### config.mk
export PLATFORM = sky130hd
export DESIGN_NAME = phy_autoscan
export DESIGN_NICKNAME = d
export VERILOG_FILES = /design/src/rtl/autoscan_pkg.sv /design/src/rtl/scan_map.sv /design/src/rtl/scan_pointer.sv /design/src/rtl/shadow_bank.sv /design/src/rtl/phy_autoscan.sv
export SDC_FILE = /design/constraint.sdc
export NUM_CORES = 2
export LEC_CHECK = 0
export BUFFER_PORTS_ARGS = -buffer_cell sky130_fd_sc_hd__buf_2
export CAP_MARGIN = 20
export CORE_MARGIN = 8
export CORE_UTILIZATION = 35
export DETAILED_ROUTE_END_ITERATION = 10
export PLACE_DENSITY = 0.52
export SLEW_MARGIN = 20
export SYNTH_ARGS = -nofsm -noshare
export SYNTH_HDL_FRONTEND = slang
export SYNTH_SLANG_ARGS = --single-unit
### constraint.sdc
create_clock -name clk -period 40.3 [get_ports clk]
set_input_delay 12.09 -clock clk [delete_from_list [all_inputs] [get_ports clk]]
set_output_delay 12.09 -clock clk [all_outputs]
set_load 0.03 [all_outputs]
### src/rtl/autoscan_pkg.sv
package autoscan_pkg;
  localparam int PORTS  = 4;
  localparam int PORT_W = $clog2(PORTS);
  localparam int CNT_W  = $clog2(PORTS + 1);
  localparam int AW     = 5;
  localparam int REGS   = 1 << AW;
  localparam int MASK_W = 1 << AW;
  localparam int DW     = 16;

  typedef enum logic [1:0] {ST_IDLE, ST_SCAN, ST_CPU} arb_state_t;

  // Address of the k-th set bit of the mask, counted from bit 0.
  function automatic logic [AW-1:0] slot_addr(input logic [MASK_W-1:0] m, input int k);
    int seen;
    slot_addr = '0;
    seen = 0;
    for (int i = 0; i < MASK_W; i++) begin
      if (m[i]) begin
        if (seen == k) slot_addr = AW'(i);
        seen++;
      end
    end
  endfunction

  // Number of usable ports: set bits, saturated at PORTS.
  function automatic logic [CNT_W-1:0] slot_count(input logic [MASK_W-1:0] m);
    int n;
    n = 0;
    for (int i = 0; i < MASK_W; i++)
      if (m[i] && n < PORTS) n++;
    return CNT_W'(n);
  endfunction

  // Port that follows p in a ring of n ports.
  function automatic logic [PORT_W-1:0] next_port(input logic [PORT_W-1:0] p,
                                                  input logic [CNT_W-1:0] n);
    if (CNT_W'(p) + CNT_W'(1) >= n) return '0;
    return p + PORT_W'(1);
  endfunction
endpackage

### src/rtl/scan_map.sv
module scan_map
  import autoscan_pkg::*;
(
  input  logic [MASK_W-1:0]          mask,
  output logic [PORTS-1:0][AW-1:0]   slot_phy,
  output logic [CNT_W-1:0]           slot_cnt
);
  for (genvar g = 0; g < PORTS; g++) begin : g_slot
    assign slot_phy[g] = slot_addr(mask, g);
  end
  assign slot_cnt = slot_count(mask);
endmodule

### src/rtl/scan_pointer.sv
module scan_pointer
  import autoscan_pkg::*;
(
  input  logic              clk,
  input  logic              rst_n,
  input  logic              adv,
  input  logic [PORT_W-1:0] done_port,
  input  logic [AW-1:0]     done_reg,
  input  logic [CNT_W-1:0]  slot_cnt,
  output logic [PORT_W-1:0] eff_port,
  output logic [AW-1:0]     ptr_reg
);
  logic [PORT_W-1:0] ptr_port;

  assign eff_port = (CNT_W'(ptr_port) < slot_cnt) ? ptr_port : '0;

  always_ff @(posedge clk) begin
    if (!rst_n) begin
      ptr_port <= '0;
      ptr_reg  <= '0;
    end else if (adv) begin
      ptr_reg  <= done_reg + AW'(1);
      ptr_port <= (done_reg == AW'(REGS - 1)) ? next_port(done_port, slot_cnt) : done_port;
    end
  end
endmodule

### src/rtl/shadow_bank.sv
module shadow_bank
  import autoscan_pkg::*;
(
  input  logic              clk,
  input  logic              rst_n,
  input  logic              we,
  input  logic [PORT_W-1:0] w_port,
  input  logic [AW-1:0]     w_reg,
  input  logic [DW-1:0]     w_data,
  input  logic [PORT_W-1:0] r_port,
  input  logic [AW-1:0]     r_reg,
  output logic [DW-1:0]     r_data
);
  localparam int DEPTH = PORTS * REGS;
  logic [DW-1:0] mem [DEPTH];

  always_ff @(posedge clk) begin
    if (!rst_n) begin
      for (int i = 0; i < DEPTH; i++) mem[i] <= '0;
    end else if (we) begin
      mem[{w_port, w_reg}] <= w_data;
    end
  end

  assign r_data = mem[{r_port, r_reg}];
endmodule

### src/rtl/phy_autoscan.sv
module phy_autoscan
  import autoscan_pkg::*;
(
  input  logic              clk,
  input  logic              rst_n,
  input  logic              scan_enable,
  input  logic [31:0]       phy_mask,
  input  logic              cpu_req,
  input  logic              cpu_we,
  input  logic [4:0]        cpu_phy,
  input  logic [4:0]        cpu_reg,
  input  logic [15:0]       cpu_wdata,
  output logic              cpu_done,
  output logic [15:0]       cpu_rdata,
  output logic              md_req,
  output logic              md_we,
  output logic [4:0]        md_phy,
  output logic [4:0]        md_reg,
  output logic [15:0]       md_wdata,
  input  logic              md_ack,
  input  logic [15:0]       md_rdata,
  input  logic [1:0]        sh_port,
  input  logic [4:0]        sh_reg,
  output logic [15:0]       sh_data
);
  arb_state_t                state;
  logic [PORTS-1:0][AW-1:0]  slot_phy;
  logic [CNT_W-1:0]          slot_cnt;
  logic [PORT_W-1:0]         eff_port;
  logic [PORT_W-1:0]         cur_port;
  logic [AW-1:0]             ptr_reg;

  // Named internal events for the checker.
  logic scan_go;
  logic scan_ack;
  logic cpu_ack;
  logic shadow_we;

  assign scan_go   = scan_enable && (slot_cnt != '0);
  assign scan_ack  = (state == ST_SCAN) && md_ack;
  assign cpu_ack   = (state == ST_CPU) && md_ack;
  assign shadow_we = scan_ack;
  assign cpu_done  = cpu_ack;
  assign cpu_rdata = md_rdata;

  scan_map u_map (
    .mask     (phy_mask),
    .slot_phy (slot_phy),
    .slot_cnt (slot_cnt)
  );

  scan_pointer u_ptr (
    .clk       (clk),
    .rst_n     (rst_n),
    .adv       (scan_ack),
    .done_port (cur_port),
    .done_reg  (md_reg),
    .slot_cnt  (slot_cnt),
    .eff_port  (eff_port),
    .ptr_reg   (ptr_reg)
  );

  shadow_bank u_shadow (
    .clk    (clk),
    .rst_n  (rst_n),
    .we     (shadow_we),
    .w_port (cur_port),
    .w_reg  (md_reg),
    .w_data (md_rdata),
    .r_port (sh_port),
    .r_reg  (sh_reg),
    .r_data (sh_data)
  );

  always_ff @(posedge clk) begin
    if (!rst_n) begin
      state    <= ST_IDLE;
      md_req   <= 1'b0;
      md_we    <= 1'b0;
      md_phy   <= '0;
      md_reg   <= '0;
      md_wdata <= '0;
      cur_port <= '0;
    end else begin
      case (state)
        ST_IDLE: begin
          if (cpu_req) begin
            md_req   <= 1'b1;
            md_we    <= cpu_we;
            md_phy   <= cpu_phy;
            md_reg   <= cpu_reg;
            md_wdata <= cpu_wdata;
            state    <= ST_CPU;
          end else if (scan_go) begin
            md_req   <= 1'b1;
            md_we    <= 1'b0;
            md_phy   <= slot_phy[eff_port];
            md_reg   <= ptr_reg;
            md_wdata <= '0;
            cur_port <= eff_port;
            state    <= ST_SCAN;
          end
        end
        ST_SCAN, ST_CPU: begin
          if (md_ack) begin
            md_req <= 1'b0;
            state  <= ST_IDLE;
          end
        end
        default: state <= ST_IDLE;
      endcase
    end
  end
endmodule

### Word-level counts from Yosys, hierarchy flattened

Memories as Yosys holds them, arrays and structs flattened.
Index checks and enable logic that the tools add are counted.

| word-level totals | value |
|---|---|
| register bits after elaboration | 39 |
| latch bits | 0 |
| memory bits (writable) | 2048 |
| ROM bits | 0 |
| input port bits | 87 |
| logic and storage cells | 623 |
| memories kept | 1 |

Memories:

| name | words | bits a word | read ports | clocked after Yosys merged registers in | write ports | RTL line | source |
|---|---|---|---|---|---|---|---|
| u_shadow.mem | 128 | 16 | 1 | 0 | 128 | shadow_bank.sv:15 | `logic [DW-1:0] mem [DEPTH];` |

| operators by class | value |
|---|---|
| add/sub/neg operators | 63 |
| $mul | 0 |
| divide/modulo/power cells | 0 |
| $lt $le $gt $ge | 34 |
| equal/unequal tests | 98 |
| shifts and indexed selects | 0 |
| mux-type cells | 342 |
| bitwise operators | 1 |
| reduce and logical (&&, ||, !) cells | 75 |

Operator list:

| operator | number |
|---|---|
| 32-bit by 3-bit equality test with 1-bit output, second input constant | 60 |
| 32-bit two-way mux | 60 |
| 32-bit by 2-bit adder with 32-bit output, second input constant | 58 |
| 5-bit two-way mux | 249 |
| 32-bit zero test | 31 |
| 32-bit by 2-bit equality test with 1-bit output, second input constant | 30 |
| 32-bit by 4-bit less-than comparator with 1-bit output, second input constant | 30 |
| 16-bit two-way mux | 3 |
| 1-bit logical AND | 34 |
| 1-bit two-way mux | 18 |
| 16-bit OR reduction | 1 |
| 2-bit two-way mux | 7 |
| 5-bit binary-select mux with 2-bit select | 1 |
| 7-bit two-way mux | 1 |
| 3-bit AND reduction | 2 |
| 5-bit by 1-bit adder with 5-bit output, second input constant | 1 |
| 5-bit equality test, second input constant | 1 |
| 1-bit by 2-bit equality test with 1-bit output, second input constant | 2 |
| 2-bit one-hot mux with 2 select lines | 1 |
| 2-bit AND reduction | 2 |
| 2-bit nonzero test | 2 |
| 2-bit by 1-bit adder with 3-bit output, second input constant | 1 |
| 3-bit by 2-bit adder with 3-bit output, second input constant | 1 |
| 3-bit >= comparator | 1 |
| other kinds (16) | 16 |

### Longest topological paths before layout

| depth | value |
|---|---|
| depth in word-level cells | 100 |
| gate-level depth with buffers | 104 |

### By module

From an unflattened synthesis, not the netlist that was laid out.

| unflattened totals | value |
|---|---|
| cells, all modules | 7597 |
| area total of the unflattened synthesis | 107733.3 sq um |

Modules (own cells, without submodules):

| module | times used | cells an instance | area each (sq um) | sequential area each (sq um) |
|---|---|---|---|---|
| shadow_bank | 1 | 5640 | 93154.3 | 61499.0 |
| scan_map | 1 | 1711 | 12420.7 | 0.0 |
| phy_autoscan | 1 | 196 | 1691.6 | 640.6 |
| scan_pointer | 1 | 50 | 466.7 | 140.1 |

### Least setup slack after synthesis

Ideal clock, no wire load.

| path | value |
|---|---|
| kind | input to register |
| from | input phy_mask[0] |
| to | register md_phy[4] |
| library setup time | 0.073 ns |
| arrival | 31.930 ns |
| data required time | 40.227 ns |
| setup slack | 8.297 ns |
| stages | 99 |
| buffers on the path | 0 |
| cell sequence | fa_1 > ha_1 > nand2b_1 > o31ai_1 > ha_1 > and2_1 > nor2_1 > nand2_1 > ha_1 > a32oi_1 > nand2_1 > ha_1 > nand2_1 > a21boi_0 > ha_1 > nor2b_1 > or2_2 > a21o_1 > (+63 left out) > ha_1 > nand2_1 > o21a_1 > ha_1 > mux2i_1 > ha_1 > a21oi_1 > ha_1 > nand3_1 > o31a_1 > nor3_1 > mux2i_1 > nand3b_1 > or4_4 > nand4_2 > nor3b_1 > or4_4 > o211ai_2 |

| on the way | value |
|---|---|
| word-level cells in the longest chain between the ends | 100 |

Ends and longest elaborated chain:

| item | RTL line | source |
|---|---|---|
| start, declared | phy_autoscan.sv:7 | `input logic [31:0] phy_mask,` |
| 1-bit two-way mux (*) | autoscan_pkg.sv:18, autoscan_pkg.sv:30 |  |
| 1-bit by 3-bit less-than comparator with 1-bit output | autoscan_pkg.sv:30 | `if (m[i] && n < PORTS) n++;` |
| 1-bit logical AND | autoscan_pkg.sv:30 |  |
| 32-bit two-way mux | autoscan_pkg.sv:30 |  |
| 32-bit by 4-bit less-than comparator with 1-bit output | autoscan_pkg.sv:30 |  |
| 1-bit logical AND | autoscan_pkg.sv:30 |  |
| 32-bit two-way mux | autoscan_pkg.sv:30 |  |
| 32-bit by 4-bit less-than comparator with 1-bit output | autoscan_pkg.sv:30 |  |
| (+84 left out) | -- |  |
| 1-bit logical AND | autoscan_pkg.sv:30 |  |
| 3-bit two-way mux | autoscan_pkg.sv:30 |  |
| 2-bit by 3-bit less-than comparator with 1-bit output | scan_pointer.sv:15 | `assign eff_port = (CNT_W'(ptr_port) < slot_cnt) ? ptr_port : '0;` |
| 2-bit two-way mux | scan_pointer.sv:15 |  |
| 5-bit binary-select mux with 2-bit select | phy_autoscan.sv:97 | `md_phy <= slot_phy[eff_port];` |
| 5-bit two-way mux (not written as such) | phy_autoscan.sv:97 |  |
| 5-bit two-way mux | phy_autoscan.sv:94 | `end else if (scan_go) begin` |
| 5-bit two-way mux | phy_autoscan.sv:87 | `if (cpu_req) begin` |
| end signal, assigned | phy_autoscan.sv:90 | `md_phy <= cpu_phy;` |
| end signal, assigned | phy_autoscan.sv:97 |  |
| end, declared | phy_autoscan.sv:17 | `output logic [4:0] md_phy,` |

Every way passes the cells marked *; elsewhere a longest branch is shown, timed or not. The select of a mux whose other input is x is not followed.
A chain may end at the register's enable or synchronous reset.

### Worst setup path after layout

Same ends and word-level chain as after synthesis.

==> results_dict.tcl <==
set metrics [dict create \
    drt_iter0_markers 6062 \
    min_period_over_period_pct 86.5 \
    cts_hold_repair.buffers 0 \
    finalInstanceArea_um2 119000 \
    vias 62555 \
    cp-end-kind "register" \
    die-area_um2 324000 \
    cts_resized 0 \
    async_flop_share_pct 0 \
    syn_nets 7761 \
    ys_ff_latch 2087 \
    die_x_um 569 \
    gp_congestion 0.818 \
    crit_type "in -> reg" \
    htreeDepth 4 \
    reg2reg_slack_ns 36.26 \
    fmaxAchievable_ghz 0.0287 \
    top_regs "u_shadow.mem x2048, md_wdata x16" \
    largest_reg_flops 2048 \
    grt_util_all_layers_pct 19.3 \
    cts_root_buf "clkbuf_16" \
    synth.distinct_cells 119 \
    rsz0062_at_grt "no" \
    power_mw 9.02 \
    ys_warn_count 0 \
    wl_per_cell_um 27.3 \
    hp-class "reg -> reg" \
    synth_commonest_cells "and2_1 (2085), edfxtp_1 (2048), mux4_2 (672), clkbuf_1 (555)" \
    finalHoldViolations 0 \
    dp.cells 11329 \
    crit_path_max_fanout 7 \
    floorplan.initialDensity_pct 35.1 \
    cpMostUsedCell "ha_1" \
    grt_pass1_wl_um 462000 \
    layout-drive-gt1-share_pct 20.8 \
    slowest_stage "fa_1" \
    port_buffers 147 \
    dpl.hpwl_um 201000 \
    drc 0 \
    clk_latency_ns 0.91 \
    path_buf_inv 7 \
    ios 148 \
    synth_edf_count 2048 \
    synth_area_um2 107000 \
    drv_slew 0 \
    syn2layout_area_growth_pct 11.6 \
    yosysTopAreaCell "edfxtp_1" \
    outcome "completed" \
    seq_area_frac_synth_pct 58.2 \
    start_kind "input pin" \
    cp.arrival_ns 35.60 \
    critPathMaxStageDelay_ns 0.75 \
    grt_antenna_before_repair 39 \
    wl_um 322000 \
    fp-row-count 203 \
    cts_buffer_depth 4 \
    dr.pass1.iters 6 \
    grt_overflow 0 \
    core_area_um2 305000 \
    peakVddDrop_uv 181 \
    p_per_area_nw_per_um2 75.5 \
    p_leak_nw 43.3 \
    syn_inst 7517 \
    holdWs_ns 0.460 \
    max_slew.worst_pin.slew_ns 1.17 \
    min_period_ns 34.85 \
    netlist_top_cells_area "edfxtp_1 (57%), mux4_2 (14%), and2_1 (12%)" \
    cts_sinks 2087 \
    max_cap_viol_count 0 \
    first_global_vias 63554 \
    maxSlewHeadroom_pct 21.7 \
    post_cts_buffers 0 \
    fin_cells 11762 \
    synth_most_common_cell "and2_1" \
    cts_tree "done" \
    die_y_um 569 \
    finalSetupTns_ns 0 \
    critPathRequiredTime_ns 41.05 \
    setup_violations 0 \
    synth_ff_type "edfxtp_1" \
    vias_per_cell 5.32 \
    path_clk_slew_ns 0.06 \
    placed_cell_area_um2 112000 \
    yosysTopAreaCellShare_pct 57.4 \
    finClkSkew_ns 0.0880 \
    grt_max_degree 116 \
    layout.nets 7705 \
    drtAntennaViolNets 0 \
    top_register "u_shadow.mem" \
    avgSynthCellArea_um2 14.2 \
    cts_buffers 229 \
    cp_top_family "adder cells" \
]
[report_power, final]
part	switching [mW]	total [mW]	internal [mW]
clock	0.878	2.00	1.12
combinational	2.75	4.55	1.80
sequential	0.0243	2.48	2.45
total	3.65	9.02	5.37
[logic make-up after synthesis]
family	count (synthesis)	synth area share (%)
AO/OA/AOI/OAI	557	3.43
XOR/XNOR	198	2.48
adder cells (fa/ha/maj)	159	1.86
buffers and inverters	755	2.76
flip-flops	2087	58.2
multiplexers	742	14.9
AND/OR/NAND/NOR	3019	16.4
[worst min-delay path, stage by stage (launching register included)]
cell and delay [ns]:
dfxtp_1 0.31, nand2_1 0.05, a21oi_1 0.05
[through the flow]
stage,util (%),setup WS (ns)
2_1_floorplan,-,8.30
3_3_place_gp,36.8,5.88
3_5_place_dp,36.8,4.86
4_1_cts,39.1,5.65
5_1_grt,39.2,3.32
6_report,39.2,5.45
[final timing paths]
kind	from	to	depth (start not counted)
max	phy_mask[0]	md_phy[4]	100
min reg2reg	u_ptr.ptr_reg[4]	u_ptr.ptr_reg[4]	2
min	u_ptr.ptr_reg[4]	u_ptr.ptr_reg[4]	2
max reg2reg	state[1]	u_shadow.mem[82][9]	8
[routing by layer]
metal  track usage (%)  part of all wire, %  vias up  wire, µm
met4              4.03                  2.1        2      6840
met1              26.6                   43    32659    138000
met2              32.6                   49     1905    157000
li1                  -                    -    27645         -
met5                 0               0.0040        -        13
met3              2.78                  6.1      344     19700
[cells in the final DEF (no fill, tap or decap), types with 100 or more instances in the layout]
master and n:
buf_4 214, ha_1 156, and2_1 2085, mux4_2 672
clkbuf_16 231, edfxtp_1 2048, nor2_1 196, buf_2 126
o21ai_1 122, nand2_1 267, inv_1 100
[layout make-up]
class | instances | area (µm²)
Fill cell | 28179 | 186000
Sequential cell | 2087 | 62300
Multi-Input combinational cell | 4675 | 42100
Clock buffer | 284 | 5980
Tap cell | 4100 | 5130
Timing Repair Buffer | 362 | 2530
Clock inverter | 137 | 985
Inverter | 106 | 405
Antenna cell | 11 | 27.5
No activity file was read; power rests on OpenSTA's default activity.
